## config.mk

```make
export PLATFORM = sky130hd
export DESIGN_NAME = irq_mask_router
export DESIGN_NICKNAME = d
export VERILOG_FILES = /design/src/rtl/irq_router_pkg.sv /design/src/rtl/irq_csr_decode.sv /design/src/rtl/irq_cpu_slice.sv /design/src/rtl/irq_misc_rtc.sv /design/src/rtl/irq_mask_router.sv
export SDC_FILE = /design/constraint.sdc
export NUM_CORES = 1
export LEC_CHECK = 0
export CAP_MARGIN = 20
export CORE_UTILIZATION = 30
export CTS_BUF_LIST = sky130_fd_sc_hd__clkbuf_4 sky130_fd_sc_hd__clkbuf_8
export CTS_CLUSTER_SIZE = 20
export DETAILED_ROUTE_END_ITERATION = 12
export SYNTH_ARGS = -nofsm -noshare
export SYNTH_HDL_FRONTEND = slang
export SYNTH_SLANG_ARGS = --single-unit
```

## constraint.sdc

```tcl
create_clock -name clk -period 2.27 [get_ports clk]
set_input_delay 0.454 -clock clk [delete_from_list [all_inputs] [get_ports clk]]
set_output_delay 0.454 -clock clk [all_outputs]
set_load 0.1 [all_outputs]
```

## src/rtl/irq_router_pkg.sv

```systemverilog
package irq_router_pkg;

  localparam int DATA_W      = 64;
  localparam int STRIDE_LOG2 = 6;
  localparam int RTC_BIT     = 4;

  localparam logic [1:0] SIZE_8B = 2'd3;

  typedef enum logic [2:0] {
    SEL_NONE,
    SEL_CTRL,
    SEL_MISC,
    SEL_MASK,
    SEL_PEND,
    SEL_RAW
  } reg_sel_e;

endpackage

```

## src/rtl/irq_csr_decode.sv

```systemverilog
module irq_csr_decode
  import irq_router_pkg::*;
#(
  parameter int ADDR_W = 12,
  parameter int N_CPU  = 4,
  parameter int CPU_W  = 2
) (
  input  logic                  req,
  input  logic                  we,
  input  logic [ADDR_W-1:0]     addr,
  input  logic [1:0]            size,
  input  logic                  clr_bit,
  output reg_sel_e              sel,
  output logic [CPU_W-1:0]      sel_cpu,
  output logic [N_CPU-1:0]      mask_wr,
  output logic                  misc_clr,
  output logic                  rd_fire,
  output logic                  err_set
);

  localparam int IDX_W = ADDR_W - STRIDE_LOG2;
  localparam logic [IDX_W-1:0] I_CTRL  = IDX_W'(0);
  localparam logic [IDX_W-1:0] I_MISC  = IDX_W'(1);
  localparam logic [IDX_W-1:0] I_MASK0 = IDX_W'(2);
  localparam logic [IDX_W-1:0] I_PEND0 = IDX_W'(2 + N_CPU);
  localparam logic [IDX_W-1:0] I_RAW   = IDX_W'(2 + 2 * N_CPU);

  logic [IDX_W-1:0] idx;
  logic [IDX_W-1:0] ofs;
  logic             aligned;
  logic             size_ok;
  logic             bad_write;
  logic             illegal;
  reg_sel_e         raw_sel;

  assign idx     = addr[ADDR_W-1:STRIDE_LOG2];
  assign aligned = (addr[STRIDE_LOG2-1:0] == '0);
  assign size_ok = (size == SIZE_8B);

  always_comb begin
    raw_sel = SEL_NONE;
    ofs     = '0;
    if (idx == I_CTRL) begin
      raw_sel = SEL_CTRL;
    end else if (idx == I_MISC) begin
      raw_sel = SEL_MISC;
    end else if (idx >= I_MASK0 && idx < I_PEND0) begin
      raw_sel = SEL_MASK;
      ofs     = idx - I_MASK0;
    end else if (idx >= I_PEND0 && idx < I_RAW) begin
      raw_sel = SEL_PEND;
      ofs     = idx - I_PEND0;
    end else if (idx == I_RAW) begin
      raw_sel = SEL_RAW;
    end
  end

  always_comb begin
    bad_write = 1'b0;
    if (we) begin
      case (raw_sel)
        SEL_CTRL, SEL_PEND, SEL_RAW: bad_write = 1'b1;
        SEL_MISC:                    bad_write = !clr_bit;
        default:                     bad_write = 1'b0;
      endcase
    end
  end

  assign illegal  = !size_ok || !aligned || (raw_sel == SEL_NONE) || bad_write;
  assign sel      = illegal ? SEL_NONE : raw_sel;
  assign sel_cpu  = ofs[CPU_W-1:0];
  assign rd_fire  = req && !we;
  assign err_set  = req && illegal;
  assign misc_clr = req && we && (sel == SEL_MISC);

  for (genvar p = 0; p < N_CPU; p++) begin : g_wr
    assign mask_wr[p] = req && we && (sel == SEL_MASK) && (sel_cpu == CPU_W'(p));
  end

endmodule

```

## src/rtl/irq_cpu_slice.sv

```systemverilog
module irq_cpu_slice #(
  parameter int W = 64
) (
  input  logic         clk,
  input  logic         rst_n,
  input  logic         wr_en,
  input  logic [W-1:0] wdata,
  input  logic [W-1:0] raw,
  output logic [W-1:0] mask_o,
  output logic [W-1:0] pend_o,
  output logic         irq_o
);

  logic [W-1:0] mask_q;
  logic [W-1:0] mask_d;

  always_comb begin
    mask_d = mask_q;
    if (wr_en) mask_d = wdata;
  end

  always_ff @(posedge clk or negedge rst_n) begin
    if (!rst_n) mask_q <= '0;
    else        mask_q <= mask_d;
  end

  assign mask_o = mask_q;
  assign pend_o = mask_q & raw;
  assign irq_o  = |pend_o;

endmodule

```

## src/rtl/irq_misc_rtc.sv

```systemverilog
module irq_misc_rtc
  import irq_router_pkg::*;
(
  input  logic              clk,
  input  logic              rst_n,
  input  logic              tick,
  input  logic              clr,
  output logic [DATA_W-1:0] misc_val,
  output logic              rtc_irq
);

  logic rtc_q;
  logic rtc_d;

  always_comb begin
    rtc_d = rtc_q;
    if (clr)  rtc_d = 1'b0;
    if (tick) rtc_d = 1'b1;
  end

  always_ff @(posedge clk or negedge rst_n) begin
    if (!rst_n) rtc_q <= 1'b0;
    else        rtc_q <= rtc_d;
  end

  always_comb begin
    misc_val          = '0;
    misc_val[RTC_BIT] = rtc_q;
  end

  assign rtc_irq = rtc_q;

endmodule

```

## src/rtl/irq_mask_router.sv

```systemverilog
module irq_mask_router
  import irq_router_pkg::*;
#(
  parameter int ADDR_W = 12,
  parameter int N_CPU  = 4,
  parameter int CPU_W  = (N_CPU > 1) ? $clog2(N_CPU) : 1
) (
  input  logic              clk,
  input  logic              rst_n,
  input  logic              bus_req,
  input  logic              bus_we,
  input  logic [ADDR_W-1:0] bus_addr,
  input  logic [1:0]        bus_size,
  input  logic [CPU_W-1:0]  bus_cpu,
  input  logic [63:0]       bus_wdata,
  output logic [63:0]       bus_rdata,
  output logic              bus_rvalid,
  input  logic [63:0]       dev_irq,
  input  logic              rtc_tick,
  output logic [N_CPU-1:0]  cpu_irq,
  output logic              rtc_irq,
  output logic              err_sticky
);

  reg_sel_e             sel;
  logic [CPU_W-1:0]     sel_cpu;
  logic [N_CPU-1:0]     mask_wr;
  logic                 misc_clr;
  logic                 rd_fire;
  logic                 err_set;

  logic [DATA_W-1:0]    raw_q;
  logic [DATA_W-1:0]    mask_arr [N_CPU];
  logic [DATA_W-1:0]    pend_arr [N_CPU];
  logic [DATA_W-1:0]    misc_val;

  logic [DATA_W-1:0]    rdata_q, rdata_d;
  logic                 rvalid_q, rvalid_d;
  logic                 err_q, err_d;

  irq_csr_decode #(
    .ADDR_W (ADDR_W),
    .N_CPU  (N_CPU),
    .CPU_W  (CPU_W)
  ) u_dec (
    .req      (bus_req),
    .we       (bus_we),
    .addr     (bus_addr),
    .size     (bus_size),
    .clr_bit  (bus_wdata[RTC_BIT]),
    .sel      (sel),
    .sel_cpu  (sel_cpu),
    .mask_wr  (mask_wr),
    .misc_clr (misc_clr),
    .rd_fire  (rd_fire),
    .err_set  (err_set)
  );

  always_ff @(posedge clk or negedge rst_n) begin
    if (!rst_n) raw_q <= '0;
    else        raw_q <= dev_irq;
  end

  for (genvar p = 0; p < N_CPU; p++) begin : g_cpu
    irq_cpu_slice #(.W(DATA_W)) u_slice (
      .clk    (clk),
      .rst_n  (rst_n),
      .wr_en  (mask_wr[p]),
      .wdata  (bus_wdata),
      .raw    (raw_q),
      .mask_o (mask_arr[p]),
      .pend_o (pend_arr[p]),
      .irq_o  (cpu_irq[p])
    );
  end

  irq_misc_rtc u_misc (
    .clk      (clk),
    .rst_n    (rst_n),
    .tick     (rtc_tick),
    .clr      (misc_clr && bus_wdata[RTC_BIT]),
    .misc_val (misc_val),
    .rtc_irq  (rtc_irq)
  );

  always_comb begin
    rdata_d  = rdata_q;
    rvalid_d = rd_fire;
    if (rd_fire) begin
      case (sel)
        SEL_MISC: rdata_d = misc_val | DATA_W'(bus_cpu);
        SEL_MASK: rdata_d = mask_arr[sel_cpu];
        SEL_PEND: rdata_d = pend_arr[sel_cpu];
        SEL_RAW:  rdata_d = raw_q;
        default:  rdata_d = '0;
      endcase
    end
  end

  always_comb begin
    err_d = err_q;
    if (err_set) err_d = 1'b1;
  end

  always_ff @(posedge clk or negedge rst_n) begin
    if (!rst_n) begin
      rdata_q  <= '0;
      rvalid_q <= 1'b0;
      err_q    <= 1'b0;
    end else begin
      rdata_q  <= rdata_d;
      rvalid_q <= rvalid_d;
      err_q    <= err_d;
    end
  end

  assign bus_rdata  = rdata_q;
  assign bus_rvalid = rvalid_q;
  assign err_sticky = err_q;

endmodule

```

==> impl_metrics.ini, run 1 <==
[worst_setup_path]
rr_worst_depth = 6
cp.required_ns = 1.82
path_class = reg -> out
cp_max_fo = 2
timing.rr.start = g_cpu[2].u_slice.mask_o[4]
rr_endpoint = bus_rdata[4]
r2r_slack_ns = 0.55
worstPathArrival_ns = 2.78
cp-start-kind = flop
cp-end-kind = output port

[layout]
area_growth_pct = 45.0
multi_input_area_mm2 = 0.00840
nets = 2178
final_area_mm2 = 0.0265
drive_gt1_share_pct = 42.8
regArea_mm2 = 0.00971
n_fill_cell = 5486

[route]
viasPerCell = 5.45
drtIter0Drc = 1312
drtPass1Iterations = 6
vias = 15600
wire_per_inst_um = 27.9
wirelength_um = 79800
drc = 0
drt.antenna.violating_nets = 0

[place]
gp_congestion = 0.962
dp_hpwl_um = 60800
post_dp_cell_area_mm2 = 0.0243
port_buffers = 219
dp_slack_ns = -0.720

[min_path]
min-delay-start = dev_irq[13]
whs_path_depth = 1
min_to = raw_q[13]
worstHoldPathType = in -> reg

[synth]
yosysMostFrequentCell = dfrtp_1
synth_top_area_cell = dfrtp_1
async_flop_share_pct = 100
synth_top_area_share_pct = 53.0
ys_ff_latch = 387
syn_nets = 1547
netlist_top_cells_area = dfrtp_1, mux2_4, a22oi_1, mux2_1, a221oi_1
yosysSeqAreaShare_pct = 53.0
syn_area_per_cell_um2 = 13.1
synthCells = 1398
synth_top_flop_cell = dfrtp_1
synth_edf_count = 0
netlist_top_cells_count = dfrtp_1, mux2_4, a22oi_1
syn_area_mm2 = 0.0183
synth.distinct_cells = 55
yosysWarnings = 0

[clock_tree]
htreeDepth = 3
worstSkewPairLatency_ns = 0.66
cts_root_buffer = clkbuf_8
clk_pin_slew_ns = 0.06
cts_tree = built
cts.path.max_buffers = 3
cts_inserted_buffers = 72
clock-sinks = 387

[sta]
period_share_pct = 142
finalHoldWorstSlack_ns = 0.217
rsz0062_at_grt = yes
slew_viol_final = 0
post-route-min-period_ns = 3.23
tightest_slew_ns = 0.599
hold_violations = 0
finalWorstSetupSlack_ns = -0.963
slew_headroom_pct = 60.0
fmax_ghz = 0.309
finalSetupViolCount = 4
skew_ns = 0.0335

[flow_run]
max_cap_violations = 0

[power_and_ir_drop]
p_leak_uw = 0.0132
powerDensity_mw_per_mm2 = 581
power_uw = 15400
ir_drop_v = 0.000331

[die]
die_y_um = 249
coreArea_mm2 = 0.0602
start_util_pct = 30.3
die_x_um = 249
ios = 220
num_rows = 90
dieArea_mm2 = 0.0619

[run_status]
violations = negative setup slack
status = complete, but fails checks

[global_routing]
grt_usage_pct = 25.7
grt_pass1_vias = 16200
antenna_found_initial = 3
grt_max_degree = 83
grt_pass1_wl_um = 115000
overflow = 0
[cell type report]
cell class              instances  area share, %
repair buffers                651           22.2
diodes                          2         0.0189
clock inverters                10          0.316
well taps                     782           3.69
multi-input cells             916           31.7
flip-flops and latches        387           36.6
inverters                       1         0.0142
clock buffers                 112           5.39
[repair_timing]
item | 4_1_cts | 5_1_grt
hold endpoints to repair | 30 | 0
endpoints found under the setup margin | 47 | 51
pin swaps | 9 | 10
hold buffers | 1 | 0
buffers inserted | 11 | 5
gates cloned | 3 | 0
resized for setup | 60 | 26
[flip-flops by register name (all words and copies together), names as in the netlist]
| signal | count |
|---|---|
| g_cpu.u_slice.mask_o | 256 |
| bus_rdata | 64 |
| u_misc.rtc_irq | 1 |
| bus_rvalid | 1 |
| raw_q | 64 |
| err_sticky | 1 |
[critical path, cell delays in order (launching register included)]
cell and delay (ns):
dfrtp_1 0.45, a22o_1 0.31, a221oi_1 0.33, nand4_1 0.23, or4_4 0.59, buf_12 0.20
[worst max-delay path by stage]
stage               cells past startpoint                        start                           to  slack (ns)
finish                                  5  g_cpu[1].u_slice.mask_o[37]                   cpu_irq[1]       -0.96
global route                            7                    raw_q[53]                   cpu_irq[0]       -1.03
global placement                        9                  bus_addr[7]                bus_rdata[20]       -0.73
floorplan                              10                  bus_addr[7]  g_cpu[2].u_slice.mask_o[35]       -0.21
detailed placement                      9                  bus_addr[7]                bus_rdata[26]       -0.72
CTS                                     7                    raw_q[53]                   cpu_irq[0]       -0.99
[layer usage]
| layer | share of wire [%] | up-vias | routed length, um | global-route usage, % |
|---|---|---|---|---|
| met2 | 45 | 693 | 35800 | 39.6 |
| met3 | 6.5 | 151 | 5210 | 4.56 |
| met5 | 0.015 | - | 12 | 0 |
| met4 | 4.6 | 2 | 3700 | 11.5 |
| li1 | - | 6717 | - | - |
| met1 | 44 | 8023 | 35100 | 35.3 |
[cell usage in the layout, fill, tap and decap left out, types with 62 or more instances in the layout]
cell type / count
dfrtp_1: 369
o21ai_1: 112
buf_4: 451
mux2_4: 184
a22oi_1: 121
a31oi_1: 62
mux2_1: 72
clkdlybuf4s50_1: 141
clkbuf_8: 94
nand2_1: 63
[through the flow]
stage | setup TNS, ns | cells | utilization, %
6_report | -3.80 | 2861 | 44.0
5_1_grt | -4.01 | 2860 | 44.0
4_1_cts | -3.89 | 2855 | 43.6
3_5_place_dp | -215.06 | 2719 | 40.4
3_3_place_gp | -222.89 | 2719 | 40.4
2_1_floorplan | -49.53 | 1398 | -
[power by group]
| group | internal, uW | total [uW] | leakage, uW | switching, uW |
|---|---|---|---|---|
| Clock | 4090 | 7180 | 0.000801 | 3090 |
| Combinational | 483 | 1100 | 0.00719 | 612 |
| Sequential | 6970 | 7130 | 0.00523 | 156 |
| Total | 11500 | 15400 | 0.0132 | 3850 |
[logic make-up after synthesis]
kind of cell / count (synthesis) / share of synthesized area [%]
buffers and inverters: 95 / 3.18
flip-flops: 387 / 53.0
AND/OR/NAND/NOR: 192 / 6.08
multiplexers: 262 / 19.8
AO/OA/AOI/OAI: 460 / 17.8
adder cells (fa/ha/maj): 1 / 0.0548
XOR/XNOR: 1 / 0.0480
Power figures use the tool's default switching activity.
==> inputs of run 2 (changes only) <==
Settings changed: CTS_BUF_LIST sky130_fd_sc_hd__clkbuf_4 sky130_fd_sc_hd__clkbuf_8 to unset, PLACE_DENSITY_LB_ADDON set to 0.1.
==> run 2 against run 1 <==
- maximum frequency up 2.9%
- largest cell class unchanged
- the run still ends with negative setup slack left
- count of clock-buffer cells in the layout is 32 lower
- combinational power is 5% higher
- global-route usage up 1.6 points
- non-clock buffer count increased by 18
- critical path depth grew 1
- clock power up 7.0%
==> impl_metrics.ini, run 2 (synthesis results as in run 1) <==
[run_status]
status = complete, but fails checks
violations = negative setup slack

[worst_setup_path]
rr_endpoint = bus_rdata[4]
timing.rr.start = g_cpu[3].u_slice.mask_o[4]
cp_max_fo = 4
path_class = reg -> out
path_buf_inv = 2
r2r_slack_ns = 0.56
cp.required_ns = 1.82
crit_path_cell_trace = a22o_1, a221oi_1, buf_4, nand4_1, or4_4, buf_12
max_stage_delay_ns = 0.52
cpLargestDelayFamily = simple AND/OR/NAND/NOR gates
cp_slowest_cell = or4_4
crit_path_start = raw_q[22]
rr_worst_depth = 6
worstPathArrival_ns = 2.69
cp-end-kind = output port
cp-start-kind = flop

[clock_tree]
clock-sinks = 387
worstSkewPairLatency_ns = 0.59
cts.path.max_buffers = 3
clk_pin_slew_ns = 0.06
cts_root_buffer = clkbuf_16
cts_tree = built
htreeDepth = 2
cts_inserted_buffers = 47

[sta]
slew_headroom_pct = 51.4
period_share_pct = 138
finalSetupViolCount = 4
finalHoldWorstSlack_ns = 0.295
skew_ns = 0.0144
fmax_ghz = 0.318
rsz0062_at_grt = yes
finalWorstSetupSlack_ns = -0.871
post-route-min-period_ns = 3.14
slew_viol_final = 0
tightest_slew_ns = 0.730
hold_violations = 0

[die]
dieArea_mm2 = 0.0619
die_y_um = 249
num_rows = 90
start_util_pct = 30.3
coreArea_mm2 = 0.0602
ios = 220
die_x_um = 249

[layout]
n_fill_cell = 5540
fin_util_pct = 44.8
most-common-layout-cells = buf_4, dfrtp_1, mux2_4
mostFrequentLayoutCell = buf_4
area_growth_pct = 47.8
nets = 2173
drive_gt1_share_pct = 42.1
diodes = 0
largest_reg_flops = 256

[global_routing]
antenna_found_initial = 0
grt_max_degree = 62
grt_pass1_wl_um = 121000
overflow = 0
grt_pass1_vias = 15800
grt_usage_pct = 27.4

[route]
viasPerCell = 5.36
drtIter0Drc = 1162
wirelength_um = 85100
vias = 15200
wire_per_inst_um = 30.0
drtPass1Iterations = 5
drt.antenna.violating_nets = 0
drc = 0

[power_and_ir_drop]
p_sw_uw = 3910
p_leak_uw = 0.0135
pwr-share-seq_pct = 44.6
ir_drop_v = 0.000441
clockPowerShare_pct = 48.1
p_sw_share_pct = 24.5
powerDensity_mw_per_mm2 = 591
p_comb_share_pct = 7.3
p_int_uw = 12100

[place]
dp_hpwl_um = 63600
gp_congestion = 0.963
port_buffers = 219

[min_path]
min-delay-start = dev_irq[42]
worstHoldPathType = in -> reg
whs_path_depth = 1
min_to = raw_q[42]

[flow_run]
max_cap_violations = 0
-- run 2: worst max path at each step --
stage / end / cells past startpoint
finish: cpu_irq[1] / 6
global route: cpu_irq[1] / 6
global placement: g_cpu[3].u_slice.mask_o[2] / 8
floorplan: g_cpu[2].u_slice.mask_o[35] / 10
detailed placement: g_cpu[3].u_slice.mask_o[63] / 8
CTS: cpu_irq[0] / 7
-- run 2: per-stage QoR --
step	setup TNS [ns]	cell area [um2]	std cells	total power, uW	setup WS [ns]
floorplan	-49.53	18400	1398	7370	-0.213
global placement	-217.78	24500	2724	8340	-0.757
detailed placement	-210.97	24500	2724	8340	-0.788
CTS	-3.52	26700	2830	16100	-0.889
global route	-3.64	27000	2841	16500	-0.931
finish	-3.45	27000	2841	16000	-0.871
-- run 2: per-layer routing --
metal  vias up  GRT usage, %  share of wire, %
met1      7935          38.9                47
li1       6683             -                 -
met3       119          4.40               5.1
met2       483          43.0                46
met4         0          7.49               2.8
met5         -             0                 0
-- run 2: final cells by class --
type,count,area [um2],area share [%]
clock buffers,80,1500,5.56
well taps,782,978,3.62
inverters,1,3.75,0.0139
repair buffers,669,6300,23.3
flip-flops and latches,387,9710,35.9
clock inverters,4,51.3,0.190
multi-input cells,918,8460,31.3
-- run 2: power by group through the flow --
stage	clock, uW	sequential, uW	combinational [uW]
2_1_floorplan	0	7220	149
3_3_place_gp	0	7240	1100
3_5_place_dp	0	7240	1100
4_1_cts	7820	7120	1140
5_1_grt	8130	7120	1220
6_report	7680	7130	1160
-- run 2: repair_timing --
action / in CTS / in global routing
setup buffers: 15 / 11
gates resized for setup: 63 / 41
endpoints found under the hold margin: 46 / 0
pin swaps: 9 / 12
cloned: 6 / 1
endpoints found under the setup margin: 244 / 253
hold buffers: 1 / 0
==> inputs of run 3 (changes only) <==
Clock period 2.27 ns to 3.88 ns, I/O delays scaled along.
==> run 3 against run 2 <==
- the flow still finishes with violations (negative setup slack)
- power fell by 41%
- worst hold slack got worse by 0.20 ns
- highest routed layer unchanged
- first-iteration DRC count rose by 13%
- critical endpoint is now cpu_irq[0]
==> impl_metrics.ini, run 3 (synthesis results as in run 1) <==
[run_status]
status = complete, but fails checks
violations = negative setup slack

[clock_tree]
clk_pin_slew_ns = 0.06
cts_setup_buffers = 0
htreeDepth = 2
cts_tree = built
post_cts_resized = 1
worstSkewPairLatency_ns = 0.59
cts_hold_buf = 0
cts.path.max_buffers = 3
cts_inserted_buffers = 47
clock-sinks = 387
cts_root_buffer = clkbuf_16

[worst_setup_path]
worstPathArrival_ns = 3.14
path_buf_inv = 1
rr_endpoint = bus_rdata[4]
cp-end-kind = output port
max_stage_delay_ns = 0.65
path_class = reg -> out
crit_path_cell_trace = a22o_1, a221oi_1, nand4_1, or4_1, buf_4
rr_worst_depth = 5
cp-start-kind = flop
r2r_slack_ns = 2.26
cp_slowest_cell = a221oi_1
cp.required_ns = 3.10
cpLargestDelayFamily = compound AO/OA/AOI/OAI gates
timing.rr.start = g_cpu[2].u_slice.mask_o[4]
crit_path_start = raw_q[20]
cp_max_fo = 5

[layout]
area_growth_pct = 27.3
nets = 1775
drive_gt1_share_pct = 20.1
n_fill_cell = 5698
most-common-layout-cells = dfrtp_1, clkdlybuf4s50_1, mux2_4
diodes = 0
fin_util_pct = 38.6
largest_reg_flops = 256
multi_input_area_mm2 = 0.00805
mostFrequentLayoutCell = dfrtp_1
regArea_mm2 = 0.00968

[route]
drc = 0
wirelength_um = 79500
vias = 13800
drtPass1Iterations = 6
drt.antenna.violating_nets = 0
wire_per_inst_um = 32.6
viasPerCell = 5.66
drtIter0Drc = 1317

[die]
die_y_um = 249
ios = 220
die_x_um = 249
start_util_pct = 30.3
num_rows = 90
dieArea_mm2 = 0.0619
coreArea_mm2 = 0.0602

[power_and_ir_drop]
powerDensity_mw_per_mm2 = 407
p_comb_share_pct = 5.2
clockPowerShare_pct = 50.5
p_sw_share_pct = 23.6
ir_drop_v = 0.000290
p_sw_uw = 2230
p_int_uw = 7230
p_leak_uw = 0.0109
pwr-share-seq_pct = 44.3

[sta]
slew_viol_final = 0
hold_violations = 0
finalSetupViolCount = 1
tightest_slew_ns = 1.08
post-route-min-period_ns = 3.91
rsz0062_at_grt = no
finalWorstSetupSlack_ns = -0.0318
skew_ns = 0.0136
period_share_pct = 101
fmax_ghz = 0.256
slew_headroom_pct = 27.5

[place]
gp_congestion = 0.925
port_buffers = 219
dp_slack_ns = 0.205
dp_hpwl_um = 59200

[global_routing]
grt_max_degree = 110
antenna_found_initial = 1
overflow = 0
grt_pass1_wl_um = 113000
grt_pass1_vias = 13900
grt_usage_pct = 25.6

[min_path]
worstHoldPathType = in -> async

[flow_run]
max_cap_violations = 0
## run 3: changes by cell type in the layout (fill, tap and decap cells not counted), sizes merged, moves of 6 or more
cell	delta
buf	-459
clkinv	+7
dlymetal6s2s	-6
bufinv	+6
clkdlybuf4s50	+75
clkbuf	-15
## run 3: how the worst max path moves through the flow
stage	endpoint	slack, ns	cells past startpoint
final	cpu_irq[0]	-0.03	5
after global routing	cpu_irq[2]	0.03	5
after floorplan	g_cpu[0].u_slice.mask_o[10]	0.95	10
after global placement	g_cpu[3].u_slice.mask_o[1]	0.27	8
after CTS	cpu_irq[1]	0.001	5
after detailed placement	g_cpu[3].u_slice.mask_o[63]	0.20	8
## run 3: stage by stage
step	area (um2)	setup TNS [ns]	hold slack (ns)	instances	total power (uW)
after floorplan	18300	0	0.480	1398	4310
after global placement	21600	0	0.444	2359	4770
after detailed placement	21600	0	0.451	2359	4770
after CTS	23300	0	0.0769	2441	9560
after global routing	23300	0	0.0975	2441	9730
final	23300	-0.0318	0.0917	2441	9460
## run 3: layout make-up
| class | count | area share, % |
|---|---|---|
| Tap cell | 782 | 4.21 |
| Timing Repair Buffer | 273 | 12.4 |
| Clock inverter | 16 | 1.11 |
| Inverter | 1 | 0.0161 |
| Multi-Input combinational cell | 916 | 34.6 |
| Sequential cell | 387 | 41.6 |
| Clock buffer | 66 | 6.02 |
## run 3: metal layers
layer	up-vias	routed length [um]	GRT usage, %
met5	-	0	0
met4	0	1940	6.96
met3	82	4150	3.17
met2	461	37500	41.0
met1	7407	35900	36.3
li1	5868	-	-
## run 3: power groups by stage
stage,Combinational [uW],Sequential (uW),Clock (uW)
final,497,4190,4770
after global routing,533,4190,5010
after CTS,505,4190,4870
after detailed placement,503,4260,0
after global placement,503,4260,0
after floorplan,83.6,4230,0
